<file path="src/rtl/hib_pkg.sv">
package hib_pkg;
  localparam int REG_CTRL = 0;
  localparam int REG_MASK = 1;
  localparam int REG_RAW  = 2;
  localparam int REG_MIS  = 3;
  localparam int REG_CLR  = 4;
  localparam int EV_W     = 3;
  localparam int EV_RTC   = 0;
  localparam int EV_BATT  = 1;
  localparam int EV_PIN   = 2;
endpackage

</file>
<file path="src/rtl/hib_wake_sync.sv">
module hib_wake_sync #(
  parameter int STAGES = 2
) (
  input  logic clk,
  input  logic por_n,
  input  logic pin_async,
  output logic pin_rise
);
  logic [STAGES:0] chain_q;
  always_ff @(posedge clk or negedge por_n) begin
    if (!por_n) chain_q <= '0;
    else        chain_q <= {chain_q[STAGES-1:0], pin_async};
  end
  assign pin_rise = chain_q[STAGES-1] & ~chain_q[STAGES];
endmodule

</file>
<file path="src/rtl/hib_wr_gate.sv">
module hib_wr_gate #(
  parameter int WRITE_TICKS = 4
) (
  input  logic clk,
  input  logic por_n,
  input  logic sys_rst_n,
  input  logic slow_tick,
  input  logic start,
  output logic busy
);
  localparam int CW = $clog2(WRITE_TICKS + 1);
  localparam logic [CW-1:0] LAST = CW'(WRITE_TICKS - 1);
  logic [CW-1:0] cnt_q;
  always_ff @(posedge clk or negedge por_n) begin
    if (!por_n) begin
      busy  <= 1'b0;
      cnt_q <= '0;
    end else if (!sys_rst_n) begin
      busy  <= 1'b0;
      cnt_q <= '0;
    end else if (!busy && start) begin
      busy  <= 1'b1;
      cnt_q <= '0;
    end else if (busy && slow_tick) begin
      if (cnt_q == LAST) busy <= 1'b0;
      cnt_q <= cnt_q + 1'b1;
    end
  end
endmodule

</file>
<file path="src/rtl/hib_retmem.sv">
module hib_retmem #(
  parameter int WORDS  = 64,
  parameter int DATA_W = 32
) (
  input  logic                     clk,
  input  logic                     we,
  input  logic [$clog2(WORDS)-1:0] waddr,
  input  logic [DATA_W-1:0]        wdata,
  input  logic [$clog2(WORDS)-1:0] raddr,
  output logic [DATA_W-1:0]        rdata
);
  logic [DATA_W-1:0] store [WORDS];
  always_ff @(posedge clk) begin
    if (we) store[waddr] <= wdata;
    rdata <= store[raddr];
  end
endmodule

</file>
<file path="src/rtl/hib_ctrl.sv">
module hib_ctrl
  import hib_pkg::*;
#(
  parameter int MEM_WORDS   = 64,
  parameter int DATA_W      = 32,
  parameter int WRITE_TICKS = 4,
  parameter int SYNC_STAGES = 2,
  localparam int MEM_AW     = $clog2(MEM_WORDS),
  localparam int ADDR_W     = MEM_AW + 1
) (
  input  logic              clk,
  input  logic              por_n,
  input  logic              sys_rst_n,
  input  logic              slow_tick,
  input  logic              req_valid,
  output logic              req_ready,
  input  logic              req_write,
  input  logic [ADDR_W-1:0] req_addr,
  input  logic [DATA_W-1:0] req_wdata,
  output logic              rd_valid,
  output logic [DATA_W-1:0] rd_data,
  input  logic              wake_pin,
  input  logic              rtc_match,
  input  logic              low_batt,
  output logic              reg_off,
  output logic              irq,
  output logic              clk_sel
);
  logic busy, pin_edge, wr_fire, rd_fire, mem_sel;
  logic hib_q, rtc_en_q, pin_en_q, clk_sel_q;
  logic [EV_W-1:0] raw_q, mask_q, mis, events, clr_bits;
  logic [DATA_W-1:0] mem_rdata, reg_rdata_q;
  logic rd_mem_q, wake_hit;

  assign req_ready = 1'b1;
  assign mem_sel   = req_addr[ADDR_W-1];
  assign wr_fire   = req_valid & req_write & ~busy;
  assign rd_fire   = req_valid & ~req_write;

  hib_wake_sync #(.STAGES(SYNC_STAGES)) u_sync (
    .clk(clk), .por_n(por_n), .pin_async(wake_pin), .pin_rise(pin_edge));

  hib_wr_gate #(.WRITE_TICKS(WRITE_TICKS)) u_gate (
    .clk(clk), .por_n(por_n), .sys_rst_n(sys_rst_n), .slow_tick(slow_tick),
    .start(req_valid & req_write), .busy(busy));

  hib_retmem #(.WORDS(MEM_WORDS), .DATA_W(DATA_W)) u_mem (
    .clk(clk), .we(wr_fire & mem_sel), .waddr(req_addr[MEM_AW-1:0]),
    .wdata(req_wdata), .raddr(req_addr[MEM_AW-1:0]), .rdata(mem_rdata));

  // Control word: bit0 hibernate, bit1 RTC wake enable, bit2 clock select, bit3 pin wake enable.
  assign wake_hit = hib_q & ((pin_edge & pin_en_q) | (rtc_match & rtc_en_q));

  always_ff @(posedge clk or negedge por_n) begin
    if (!por_n) begin
      hib_q <= 1'b0; rtc_en_q <= 1'b0; pin_en_q <= 1'b0; clk_sel_q <= 1'b0;
    end else if (wr_fire && !mem_sel && req_addr == ADDR_W'(REG_CTRL)) begin
      rtc_en_q  <= req_wdata[1];
      clk_sel_q <= req_wdata[2];
      pin_en_q  <= req_wdata[3];
      hib_q     <= req_wdata[0] & (req_wdata[1] | req_wdata[3]);
    end else if (wake_hit) begin
      hib_q <= 1'b0;
    end
  end

  assign events[EV_RTC]  = rtc_match;
  assign events[EV_BATT] = low_batt;
  assign events[EV_PIN]  = pin_edge;
  assign clr_bits = (wr_fire && !mem_sel && req_addr == ADDR_W'(REG_CLR))
                    ? req_wdata[EV_W-1:0] : '0;

  always_ff @(posedge clk or negedge por_n) begin
    if (!por_n) raw_q <= '0;
    else        raw_q <= (raw_q & ~clr_bits) | events;
  end

  always_ff @(posedge clk or negedge por_n) begin
    if (!por_n)                                               mask_q <= '0;
    else if (!sys_rst_n)                                      mask_q <= '0;
    else if (wr_fire && !mem_sel && req_addr == ADDR_W'(REG_MASK)) mask_q <= req_wdata[EV_W-1:0];
  end

  assign mis = raw_q & mask_q;

  always_ff @(posedge clk or negedge por_n) begin
    if (!por_n) begin
      rd_valid <= 1'b0; rd_mem_q <= 1'b0; reg_rdata_q <= '0;
    end else if (!sys_rst_n) begin
      rd_valid <= 1'b0; rd_mem_q <= 1'b0; reg_rdata_q <= '0;
    end else begin
      rd_valid <= rd_fire;
      rd_mem_q <= mem_sel;
      reg_rdata_q <= '0;
      case (req_addr)
        ADDR_W'(REG_CTRL): reg_rdata_q[3:0] <= {pin_en_q, clk_sel_q, rtc_en_q, hib_q};
        ADDR_W'(REG_MASK): reg_rdata_q[EV_W-1:0] <= mask_q;
        ADDR_W'(REG_RAW):  reg_rdata_q[EV_W-1:0] <= raw_q;
        ADDR_W'(REG_MIS):  reg_rdata_q[EV_W-1:0] <= mis;
        default:           reg_rdata_q <= '0;
      endcase
    end
  end

  assign rd_data = rd_mem_q ? mem_rdata : reg_rdata_q;
  assign reg_off = hib_q;
  assign irq     = |mis;
  assign clk_sel = clk_sel_q;
endmodule

</file>
<file path="config.mk">
export PLATFORM = sky130hd
export DESIGN_NAME = hib_ctrl
export DESIGN_NICKNAME = d
export VERILOG_FILES = /design/src/rtl/hib_pkg.sv /design/src/rtl/hib_wake_sync.sv /design/src/rtl/hib_wr_gate.sv /design/src/rtl/hib_retmem.sv /design/src/rtl/hib_ctrl.sv
export SDC_FILE = /design/constraint.sdc
export NUM_CORES = 2
export LEC_CHECK = 0
export ABC_AREA = 1
export CORE_MARGIN = 4
export CORE_UTILIZATION = 45
export CTS_CLUSTER_DIAMETER = 100
export CTS_CLUSTER_SIZE = 10
export DETAILED_ROUTE_END_ITERATION = 7
export PLACE_DENSITY = 0.64
export SETUP_SLACK_MARGIN = 0.15
export SLEW_MARGIN = 20
export SYNTH_ARGS = -nofsm -noshare
export SYNTH_HDL_FRONTEND = slang
export SYNTH_SLANG_ARGS = --single-unit
</file>
<file path="constraint.sdc">
create_clock -name clk -period 13.55 [get_ports clk]
set_input_delay 4.065 -clock clk [delete_from_list [all_inputs] [get_ports clk]]
set_output_delay 4.065 -clock clk [all_outputs]
set_load 0.01 [all_outputs]
</file>
# After elaboration in Yosys (flattened, before gate mapping)
# Memories as Yosys holds them, arrays and structs flattened. A register that Yosys moved wholly into a read port is not among the register bits.
# Index checks and enable logic that the tools add are counted.
# word_totals
regBits	51
latch_bits	0
mem_bits_rw	2048
romBits	0
output_inout_bits	37
elab_cells	72
n_memories	1
# memory_table
name	depth	width	rd	rd_ports_with_merged_regs	wr	line_no	source
u_mem.store	64	32	1	1	1	hib_retmem.sv:12	logic [DATA_W-1:0] store [WORDS];
# classes
add_sub_neg	1
multipliers	0
div_mod_pow	0
magnitude_cmp	0
n_eq_ne	8
shift	0
mux	20
n_bitwise	18
reduce_logical	12
# op_table
op	n
32-bit 2-to-1 mux	1
3-bit 2-to-1 mux	6
7-bit by 2-bit == test with 1-bit output (second input constant)	2
3-bit one-hot mux with 4 select lines	1
1-bit 2-to-1 mux	11
1-bit bitwise AND	9
7-bit by 1-bit == test with 1-bit output (second input constant)	1
7-bit by 3-bit == test with 1-bit output (second input constant)	1
7-bit logical NOT	1
3-bit bitwise AND	2
1-bit logical AND	6
3-bit by 1-bit != test with 1-bit output (second input constant)	2
4-bit 2-to-1 mux	1
3-bit by 1-bit adder with 3-bit output (second input constant)	1
3-bit by 2-bit == test with 1-bit output (second input constant)	1
1-bit inverter	3
3-bit inverter	1
3-bit bitwise OR	1
3-bit OR reduction	1
1-bit logical NOT	2
2-bit by 1-bit != test with 1-bit output (second input constant)	1
1-bit bitwise OR	2
2-bit AND reduction	1
2-bit nonzero test	1

# Depth between registers and ports, before layout
# depth
word_depth	8
ltp_mapped	16
ltp_nobuf	13

# Hierarchy
# Synthesis repeated with hierarchy kept, for this count alone.
# hier_totals
cells_unflattened	6984
hier_area_um2	84250.8
# by_module_without_submodules
mod	n_inst	cells_each	area_each_um2	seq_area_each_um2
hib_retmem	1	6769	82738.1	62139.6
hib_ctrl	1	185	1193.6	400.4
hib_wr_gate	1	25	234.0	100.1
hib_wake_sync	1	5	85.1	75.1

# Worst setup path before layout
# OpenSTA, ideal clock, no wires.
# synth_path
kind	input port to flip-flop
startpoint	input port req_addr[1]
endpoint	memory u_mem.store[2][0] (enable)
t_arrival_ps	7859
path_slack_ps	5190
path_stages	5
path_cell_list	buf_2 -> inv_2 -> buf_4 -> clkbuf_1 -> nor4_1
# synth_rtl
item	line_no	source
start, declared	hib_ctrl.sv:18	input logic [ADDR_W-1:0] req_addr,
end, declared	hib_retmem.sv:12	
# No word-level cell before the write port.

==> metrics <==
setup TNS=0 ns; GP Congestion=0.8922; fin crit period=7.650 ns; #FFs+latches synth=2103; P_leak=39.20 nW; CTS Buffer Depth=3; IO Port Bufs=83; fin crit share=0.5646; RSZ-0062 raised after global routing=no; headroom to the max-slew limit=0.2008; routed length per placed instance=23.67 um; Net Count, Synth=8350; YS warnings=0; run status=finished clean; Antenna Nets Post-Route=0; Final Hold Viols=0; Syn Inst Count=8300; drt initial violations=8221; worst-margin pin slew=1.199 ns; maximum vdd ir drop=0.0001433 V; core area=192800 um2; Detailed Routing Iterations Pass 1=8; final net count=8400; crit path kind=primary input to register; global-route wire length before repair=379600 um; crit start category=primary input; vias in the first global route=55.56k; global route overflow=0; Final Non-Filler Cells=11.01k; Vias=59.27k; starting density of the core=0.4531; Vias/cell=5.385; initial antenna violation count=14; cells on worst reg2reg path=7; clk slew on worst S/H paths=0.06 ns; Max Fclk=130.7 MHz; Num CTS Buffers=228; Worst Hold Depth=0; largest net degree at the start of global routing=203; Post-DP HPWL=141600 um; post-synthesis sequential area ratio=0.7179; setup violators final=0; post-cts sizing count=0; Die Area=201200 um2; CTS tree=done; Cell variety after synth=32; placed cells=10.64k; cts hold-fix bufs=0; Synth area leader=edfxtp_1; layout cells sized above 1=0.06173; Post-Syn Area=87350 um2; DIE HEIGHT=448.6 um; CP Max Fanout=187; # IOs=85; Crit path arrival time=8.46 ns; GRT Util Overall=0.2528; Std-Cell Rows=161; final WL=260600 um; post-CTS setup buffers=0; Clock Skews=0.05832 ns; clock sink count=2103; H-tree Lvls=4; Max Cap Viol=0; power per cell area=139.9 nW/um2; Chip Width=448.6 um; drt drc=0; Clock Latency Late Sink=0.89 ns; Area Growth Syn to Fin=11.65%; share of the synthesized area in the top cell type=0.7040; Root Buffer=clkbuf_16; count of pins over their slew limit=0; Crit. End Element=register; hold slack=0.3468 ns; synth top area cells=edfxtp_1 70%, nand2_1 21%, nand3_1 2.1%; Req. time, crit path=14.36 ns; Synth Area per Inst=10.52 um2; worst hold path type=register to register
-- layout by cell type (no fill, tap or decap), types with 3 or more instances in the layout --
cell | synthesis | routed
o22ai_1 | 7 | 7
dfxtp_1 | 32 | 32
clkinv_16 | 0 | 6
dfrtp_1 | 23 | 23
inv_1 | 249 | 249
buf_4 | 74 | 138
nand3_1 | 367 | 367
edfxtp_1 | 2048 | 2048
buf_2 | 270 | 29
mux2_2 | 4 | 4
inv_16 | 0 | 5
clkbuf_16 | 0 | 230
clkdlybuf4s50_1 | 0 | 47
buf_8 | 0 | 3
nor2_1 | 80 | 15
nand4_1 | 29 | 29
a21oi_1 | 51 | 51
nor2_4 | 3 | 69
o21ai_0 | 8 | 8
diode_2 | 0 | 8
buf_12 | 0 | 15
o21ai_1 | 4 | 4
buf_16 | 0 | 6
clkbuf_1 | 49 | 107
nand2_1 | 4956 | 4956
-- cell type report --
type	instances	area, um2
fillers	16680	95250
flip-flops and latches	2103	62720
multi-input cells	5523	21970
clock buffers	337	6157
well taps	2526	3161
repair buffers	240	2185
inverters	254	982.2
clock inverters	15	336.6
diodes	8	20.02
-- Yosys cell counts (all sizes together) --
library cell  instances
nor3                  1
clkinv                2
edfxtp             2048
dfxtp                32
nand3               368
or2                   1
nor2                 86
nor4                  2
nand4                30
inv                 252
mux2                  4
ha                    2
a21oi                51
o22ai                 7
xor2                  1
clkbuf               49
o21ai                12
conb                  1
nand2              4957
dfrtp                23
buf                 371
-- power by group --
| group | switching, mW | internal [mW] | total, mW |
|---|---|---|---|
| sequential | 0.0129 | 7.16 | 7.17 |
| combinational | 0.686 | 0.183 | 0.870 |
| clock | 2.48 | 3.13 | 5.60 |
-- registers in the layout, summed over array words and instances, names as in the netlist --
signal          cells
raw_q               3
clk_sel             1
u_sync.chain_q      3
reg_off             1
u_gate.cnt_q        3
rtc_en_q            1
u_mem.store      2048
reg_rdata_q         4
pin_en_q            1
mask_q              3
rd_valid            1
u_mem.rdata        32
u_gate.busy         1
rd_mem_q            1
-- path summary, 6_finish.rpt --
kind,start,end,slack (ns)
setup / recovery,req_addr[0],u_mem.rdata[9],5.90
hold / removal,u_sync.chain_q[0],u_sync.chain_q[1],0.35
setup reg to reg,u_gate.busy,u_mem.store[51][8],9.61
hold reg to reg,u_sync.chain_q[0],u_sync.chain_q[1],0.35
max in group asynchronous,por_n,pin_en_q,9.69
min in group asynchronous,por_n,rd_valid,3.56
-- metal layers --
layer	share of wire	up-vias	global-route usage	routed length, um
met4	0.043	2	0.1011	11240
met3	0.10	467	0.04765	26920
met5	0.000046	-	0	12
met1	0.40	28500	0.3579	105200
li1	-	27140	-	-
met2	0.45	3161	0.3871	117200
-- worst max-delay path, stage by stage --
cell     delay (ns)
buf_8          0.40
buf_4          0.61
buf_4          0.72
buf_12         0.66
buf_4          0.78
nand2_1        0.13
nand2_1        0.11
nand2_1        0.05
nand3_1        0.26
nand3_1        0.11
nand2_1        0.08
nand2_1        0.07
nand2_1        0.09
inv_1          0.04
nand2_1        0.05
-- stage by stage --
| stage | utilization | cell area, um2 | setup slack (ns) | power (mW) |
|---|---|---|---|---|
| CTS | 0.5052 | 97400 | 5.937 | 13.70 |
| global placement | 0.4700 | 90620 | 5.035 | 8.156 |
| detailed placement | 0.4716 | 90910 | 5.036 | 8.163 |
| finish | 0.5059 | 97530 | 5.900 | 13.64 |
| global route | 0.5058 | 97510 | 5.606 | 14.05 |
| floorplan | - | 87350 | 5.190 | 7.753 |
-- cell families after synthesis --
kind of cell / share of synthesized area
AO/OA/AOI/OAI: 0.004111
XOR/XNOR: 0.0001003
adder cells (fa/ha/maj): 0.0002864
buffers and inverters: 0.03630
flip-flops: 0.7179
multiplexers: 0.0005156
other: 0.00004293
AND/OR/NAND/NOR: 0.2407
Note: power is estimated with default switching activity, not from simulation.
